### src/rtl/tdcf_pkg.sv
package tdcf_pkg;

    // Scan engine phase
    typedef enum logic {
        SC_IDLE = 1'b0,
        SC_SCAN = 1'b1
    } scan_e;

    // Output word kind bit
    localparam logic KIND_HIT = 1'b0;
    localparam logic KIND_TRL = 1'b1;

endpackage

### src/rtl/tdcf_hit_store.sv
module tdcf_hit_store #(
    parameter int DEPTH = 16,
    parameter int TS_W  = 16,
    parameter int CH_W  = 2,
    localparam int AW   = $clog2(DEPTH),
    localparam int PW   = AW + 1
) (
    input  logic            clk,
    input  logic            rst_n,
    input  logic            wr_en,
    input  logic [CH_W-1:0] wr_ch,
    input  logic [TS_W-1:0] wr_ts,
    input  logic            drop,
    input  logic [AW-1:0]   scan_idx,
    output logic [PW-1:0]   rd_ptr,
    output logic [PW-1:0]   wr_ptr,
    output logic            empty,
    output logic [TS_W-1:0] head_ts,
    output logic [TS_W-1:0] scan_ts,
    output logic [CH_W-1:0] scan_ch
);

    typedef struct packed {
        logic [PW-1:0] wr;
        logic [PW-1:0] rd;
    } ptr_t;

    ptr_t            p_d, p_q;
    logic            full;
    logic            do_wr;
    logic [TS_W-1:0] ts_mem [DEPTH];
    logic [CH_W-1:0] ch_mem [DEPTH];

    always_comb begin
        full  = (p_q.wr[AW] != p_q.rd[AW]) && (p_q.wr[AW-1:0] == p_q.rd[AW-1:0]);
        empty = (p_q.wr == p_q.rd);
        do_wr = wr_en && !full;
        p_d   = p_q;
        if (do_wr)          p_d.wr = p_q.wr + 1'b1;
        if (drop && !empty) p_d.rd = p_q.rd + 1'b1;
    end

    always_ff @(posedge clk or negedge rst_n) begin
        if (!rst_n) p_q <= '0;
        else        p_q <= p_d;
    end

    // Payload storage carries no reset; pointers define validity
    always_ff @(posedge clk) begin
        if (do_wr) begin
            ts_mem[p_q.wr[AW-1:0]] <= wr_ts;
            ch_mem[p_q.wr[AW-1:0]] <= wr_ch;
        end
    end

    assign rd_ptr  = p_q.rd;
    assign wr_ptr  = p_q.wr;
    assign head_ts = ts_mem[p_q.rd[AW-1:0]];
    assign scan_ts = ts_mem[scan_idx];
    assign scan_ch = ch_mem[scan_idx];

endmodule

### src/rtl/tdcf_trig_fifo.sv
module tdcf_trig_fifo #(
    parameter int DEPTH  = 16,
    parameter int TS_W   = 16,
    parameter int TNUM_W = 8,
    localparam int AW    = $clog2(DEPTH),
    localparam int PW    = AW + 1
) (
    input  logic              clk,
    input  logic              rst_n,
    input  logic              push,
    input  logic [TS_W-1:0]   push_ts,
    input  logic              pop,
    output logic              full,
    output logic              empty,
    output logic [TS_W-1:0]   head_ts,
    output logic [TNUM_W-1:0] head_num
);

    typedef struct packed {
        logic [PW-1:0]     wr;
        logic [PW-1:0]     rd;
        logic [TNUM_W-1:0] num;
    } tq_t;

    tq_t               q_d, q_q;
    logic              do_push;
    logic [TS_W-1:0]   ts_mem  [DEPTH];
    logic [TNUM_W-1:0] num_mem [DEPTH];

    always_comb begin
        full    = (q_q.wr[AW] != q_q.rd[AW]) && (q_q.wr[AW-1:0] == q_q.rd[AW-1:0]);
        empty   = (q_q.wr == q_q.rd);
        do_push = push && !full;
        q_d     = q_q;
        if (do_push) begin
            q_d.wr  = q_q.wr + 1'b1;
            q_d.num = q_q.num + 1'b1;
        end
        if (pop && !empty) q_d.rd = q_q.rd + 1'b1;
    end

    always_ff @(posedge clk or negedge rst_n) begin
        if (!rst_n) q_q <= '0;
        else        q_q <= q_d;
    end

    always_ff @(posedge clk) begin
        if (do_push) begin
            ts_mem[q_q.wr[AW-1:0]]  <= push_ts;
            num_mem[q_q.wr[AW-1:0]] <= q_q.num;
        end
    end

    assign head_ts  = ts_mem[q_q.rd[AW-1:0]];
    assign head_num = num_mem[q_q.rd[AW-1:0]];

endmodule

### src/rtl/tdc_trig_filter.sv
module tdc_trig_filter
    import tdcf_pkg::*;
#(
    parameter int NCH       = 4,
    parameter int TS_W      = 16,
    parameter int LAT       = 40,
    parameter int WIN       = 16,
    parameter int HIT_DEPTH = 16,
    parameter int TRG_DEPTH = 16,
    parameter int TNUM_W    = 8,
    localparam int CH_W     = (NCH > 1) ? $clog2(NCH) : 1,
    localparam int OUT_W    = 1 + TNUM_W + CH_W + TS_W
) (
    input  logic             clk,
    input  logic             rst_n,
    input  logic             hit_vld,
    input  logic [CH_W-1:0]  hit_ch,
    input  logic             trg_vld,
    output logic             out_vld,
    output logic [OUT_W-1:0] out_word,
    output logic             trg_ovf
);

    localparam int HAW = $clog2(HIT_DEPTH);
    localparam int HPW = HAW + 1;

    typedef struct packed {
        scan_e            st;
        logic [TS_W-1:0]  tick;
        logic [HPW-1:0]   scan;
        logic [HPW-1:0]   stop;
        logic [TS_W-1:0]  nhit;
        logic             ovf;
        logic             ovld;
        logic [OUT_W-1:0] oword;
    } st_t;

    st_t s_d, s_q;

    logic [HPW-1:0]    hs_rd_ptr, hs_wr_ptr;
    logic              hs_empty;
    logic [TS_W-1:0]   hs_head_ts, hs_scan_ts;
    logic [CH_W-1:0]   hs_scan_ch;
    logic              tq_full, tq_empty, tq_pop;
    logic [TS_W-1:0]   tq_head_ts;
    logic [TNUM_W-1:0] tq_head_num;
    logic              drop;
    logic [TS_W-1:0]   hit_age, win_base, rel;

    tdcf_hit_store #(
        .DEPTH (HIT_DEPTH),
        .TS_W  (TS_W),
        .CH_W  (CH_W)
    ) u_hits (
        .clk      (clk),
        .rst_n    (rst_n),
        .wr_en    (hit_vld),
        .wr_ch    (hit_ch),
        .wr_ts    (s_q.tick),
        .drop     (drop),
        .scan_idx (s_q.scan[HAW-1:0]),
        .rd_ptr   (hs_rd_ptr),
        .wr_ptr   (hs_wr_ptr),
        .empty    (hs_empty),
        .head_ts  (hs_head_ts),
        .scan_ts  (hs_scan_ts),
        .scan_ch  (hs_scan_ch)
    );

    tdcf_trig_fifo #(
        .DEPTH  (TRG_DEPTH),
        .TS_W   (TS_W),
        .TNUM_W (TNUM_W)
    ) u_trigs (
        .clk      (clk),
        .rst_n    (rst_n),
        .push     (trg_vld),
        .push_ts  (s_q.tick),
        .pop      (tq_pop),
        .full     (tq_full),
        .empty    (tq_empty),
        .head_ts  (tq_head_ts),
        .head_num (tq_head_num)
    );

    always_comb begin
        s_d      = s_q;
        s_d.tick = s_q.tick + 1'b1;
        s_d.ovld = 1'b0;
        tq_pop   = 1'b0;

        // Oldest hit leaves once no future window can reach it
        hit_age  = s_q.tick - hs_head_ts;
        drop     = (s_q.st == SC_IDLE) && tq_empty && !hs_empty &&
                   (hit_age > TS_W'(LAT));

        // Offset of the scanned hit from the head trigger's window start
        win_base = tq_head_ts - TS_W'(LAT);
        rel      = hs_scan_ts - win_base;

        if (trg_vld && tq_full) s_d.ovf = 1'b1;

        case (s_q.st)
            SC_IDLE: begin
                if (!tq_empty) begin
                    s_d.st   = SC_SCAN;
                    s_d.scan = hs_rd_ptr;
                    s_d.stop = hs_wr_ptr;
                    s_d.nhit = '0;
                end
            end
            SC_SCAN: begin
                if (s_q.scan == s_q.stop) begin
                    s_d.ovld  = 1'b1;
                    s_d.oword = {KIND_TRL, tq_head_num, {CH_W{1'b0}}, s_q.nhit};
                    tq_pop    = 1'b1;
                    s_d.st    = SC_IDLE;
                end else begin
                    s_d.scan = s_q.scan + 1'b1;
                    if (rel < TS_W'(WIN)) begin
                        s_d.ovld  = 1'b1;
                        s_d.oword = {KIND_HIT, tq_head_num, hs_scan_ch, rel};
                        s_d.nhit  = s_q.nhit + 1'b1;
                    end
                end
            end
            default: s_d.st = SC_IDLE;
        endcase
    end

    always_ff @(posedge clk or negedge rst_n) begin
        if (!rst_n) s_q <= '0;
        else        s_q <= s_d;
    end

    assign out_vld  = s_q.ovld;
    assign out_word = s_q.oword;
    assign trg_ovf  = s_q.ovf;

endmodule

### config.mk
export PLATFORM = sky130hd
export DESIGN_NAME = tdc_trig_filter
export DESIGN_NICKNAME = d
export VERILOG_FILES = /design/src/rtl/tdcf_pkg.sv /design/src/rtl/tdcf_hit_store.sv /design/src/rtl/tdcf_trig_fifo.sv /design/src/rtl/tdc_trig_filter.sv
export SDC_FILE = /design/constraint.sdc
export NUM_CORES = 1
export LEC_CHECK = 0
export ABC_CLOCK_PERIOD_IN_PS = 11050
export BUFFER_PORTS_ARGS = -buffer_cell sky130_fd_sc_hd__buf_2
export CAP_MARGIN = 10
export CORE_MARGIN = 2
export CORE_UTILIZATION = 30
export CTS_CLUSTER_DIAMETER = 40
export DETAILED_ROUTE_END_ITERATION = 6
export GPL_TIMING_DRIVEN = 0
export PLACE_DENSITY = 0.45
export SLEW_MARGIN = 5
export SYNTH_ARGS = -nofsm -noshare
export SYNTH_HDL_FRONTEND = slang
export SYNTH_SLANG_ARGS = --single-unit
export TNS_END_PERCENT = 5
### constraint.sdc
create_clock -name clk -period 11.05 [get_ports clk]
set_input_delay 2.21 -clock clk [delete_from_list [all_inputs] [get_ports clk]]
set_output_delay 2.21 -clock clk [all_outputs]
set_load 0.01 [all_outputs]
==> metrics.cfg <==
[detailed_routing]
routedWlPerCell_um = 26.5
dr_total_vias = 18000
wirelength_mm = 95.0
antenna_left = 0
drc = 0
via_per_inst = 5.04
first_pass_iters = 5
initialDrtViolationCount = 1301

[die]
die_y_um = 341
initial_core_util_pct = 30.3
core_area_um2 = 112000
pin_count = 35
dieWidth_um = 341
dieArea_um2 = 116000
num_rows = 123

[clock_tree]
cts_sinks = 772
root_buffer = clkbuf_16
cts_tree = done
cts_max_level = 3
postCtsSetupRepairBufs = 0
clk_pin_slew_worst_paths_ns = 0.05
ctsResizeCount = 0
clk_latency_ns = 0.67
cts_buffers = 113
cts_hold_buffers = 0
cts_buffer_depth = 3

[global_route]
grt_pass1_vias = 19100
grtUsageTotal_pct = 16.4
overflow = 0
grt_max_degree = 57
antenna_found_initial = 2
grt_pass1_wl_mm = 137

[critical_path]
criticalPathCategory = reg2reg
start_kind = flip-flop
crit_fanout = 10
worst_ep_required_time_ns = 11.62
crit_arrival_ns = 8.18
endpoint_kind = flip-flop

[timing]
rsz0062_at_grt = no
worst_pin_slew_ns = 1.29
fin_skew_ns = 0.0208
finalSetupTns_ns = 0
period_needed_ns = 7.60
relSlewSlack_pct = 13.9
timing_hold_violations_final = 0
slew_viol_final = 0
min_period_over_period_pct = 68.8
setup_violations = 0
fmax_mhz = 132

[synth]
async_reset_ff_share_pct = 13.0
synth_seq_area_share_pct = 66.6
synth_cell_types = 67
syn_area_um2 = 34000
ys_ff_latch = 772
synth_fp_nets = 1855
ys.flop_type = edfxtp_1
avgSynthCellArea_um2 = 19.0
synthCells = 1789
synth_edf_count = 672
synth_warnings = 0

[power_and_ir_drop]
p_per_area_nw_per_um2 = 292
ir_drop_mv = 0.174
power.leakage_nw = 14.3

[placed_design]
portBuffers = 34
dp_cells = 3361
gp_congestion = 0.779
placed_area_um2 = 36900
dp_hpwl_mm = 62.4

[final_layout]
fin_cells = 3579
final_net_count = 2048
drive_gt1_share_pct = 31.6
diodes = 0
mostFrequentLayoutCells = edfxtp_1, mux4_2, clkbuf_16, dfrtp_1, clkbuf_1
stdcell_area_um2 = 41100
area_growth_pct = 20.9
final_common_cell = edfxtp_1

[flow_run]
max_cap_viol_count = 0

[outcome]
status = finished clean

[hold_path]
hold_path.class = reg2reg

==> Yosys cell counts (all sizes together), types with 4 or more instances <==
library cell	n	share of area, %
xor2	30	0.77
o21ai	21	0.34
nand3b	5	0.11
mux2i	18	0.53
and4	5	0.13
a22o	16	0.41
a31oi	11	0.20
o21a	7	0.15
nor4	6	0.11
xnor2	41	1.1
a21o	7	0.15
a41o	6	0.18
nand3	16	0.24
a21oi	25	0.37
buf	54	1.1
and2	21	0.39
edfxtp	672	59
mux4	289	19
nor2b	6	0.11
a2bb2oi	4	0.10
and3	19	0.35
nand4	17	0.31
clkbuf	67	0.74
inv	57	0.63
nor3	12	0.18
o31a	4	0.10
nor3b	4	0.10
a211oi	4	0.088
nand2	63	0.69
ha	58	2.1
o31ai	4	0.088
mux2	14	0.47
dfrtp	100	7.4
nor2	53	0.58
nand2b	14	0.26
==> kinds of logic after synthesis <==
group | synth area share (%)
flip-flops | 66.6
AND/OR/NAND/NOR | 3.83
multiplexers | 20.2
XOR/XNOR | 1.85
buffers and inverters | 2.45
AO/OA/AOI/OAI | 2.79
adder cells (fa/ha/maj) | 2.25
==> layout make-up <==
class / count / area (um^2)
fillers: 10400 / 71400
flip-flops and latches: 772 / 22700
multi-input cells: 838 / 10600
clock buffers: 126 / 2970
well taps: 1500 / 1880
clock inverters: 86 / 1110
repair buffers: 78 / 1000
plain buffers: 121 / 622
inverters: 58 / 218
==> worst max-delay path: stages (launching register included) <==
cell and delay [ns]:
dfrtp_1 0.35, clkbuf_1 0.51, clkbuf_1 0.88, buf_1 0.85, mux4_2 0.61, mux4_2 0.52, inv_1 0.08, ha_1 0.22
ha_1 0.27, clkbuf_1 0.19, and4_1 0.21, o21a_1 0.11, a211oi_1 0.56, o221ai_1 0.23, nor4b_1 0.32, nor3b_2 0.50
a31oi_1 0.36, or4_1 0.58, a21oi_1 0.16
==> routing by layer <==
layer,vias up,share of wire (%),global-route usage (%)
met3,125,4.0,2.54
met1,9750,43,21.7
met4,0,1.9,3.87
li1,7753,-,-
met5,-,0,0
met2,418,51,28.4
==> per-stage QoR <==
stage / power [mW] / worst slack (ns) / util, % / hold WS (ns)
after global routing: 12.7 / 2.63 / 36.6 / 0.518
after CTS: 12.2 / 3.04 / 36.5 / 0.494
final: 12.0 / 3.45 / 36.6 / 0.477
after global placement: 8.17 / 2.39 / 32.1 / 0.457
after detailed placement: 8.32 / 3.06 / 32.8 / 0.483
after floorplan: 6.71 / 5.14 / - / 0.451
==> path summary, 6_finish.rpt <==
| kind | start | endpoint | slack [ns] | cells past startpoint |
|---|---|---|---|---|
| setup reg to reg | u_trigs.q_q[8] | s_q[43] | 3.45 | 18 |
| hold reg to reg | trg_ovf | trg_ovf | 0.48 | 1 |
| max in group asynchronous | rst_n | s_q[69] | 8.80 | 2 |
| hold / removal | trg_ovf | trg_ovf | 0.48 | 1 |
| setup / recovery | u_trigs.q_q[8] | s_q[43] | 3.45 | 18 |
| min in group asynchronous | rst_n | s_q[44] | 1.53 | 1 |
==> report_power, final <==
| group | leakage (nW) | switching, mW | internal (mW) | total (mW) |
|---|---|---|---|---|
| Sequential | 7.60 | 0.172 | 3.55 | 3.72 |
| Combinational | 4.78 | 2.56 | 1.92 | 4.48 |
| Clock | 1.95 | 1.37 | 2.46 | 3.83 |
| Total | 14.3 | 4.10 | 7.93 | 12.0 |
==> flip-flops by register name, summed over array words and instances, names as in the netlist <==
| register | flops |
|---|---|
| u_hits.rd_ptr | 5 |
| out_word | 27 |
| s_q | 43 |
| u_hits.wr_ptr | 5 |
| u_hits.ts_mem | 256 |
| u_hits.ch_mem | 32 |
| out_vld | 1 |
| trg_ovf | 1 |
| u_trigs.num_mem | 128 |
| u_trigs.ts_mem | 256 |
| u_trigs.q_q | 18 |
No activity file was read; power rests on OpenSTA's default activity.
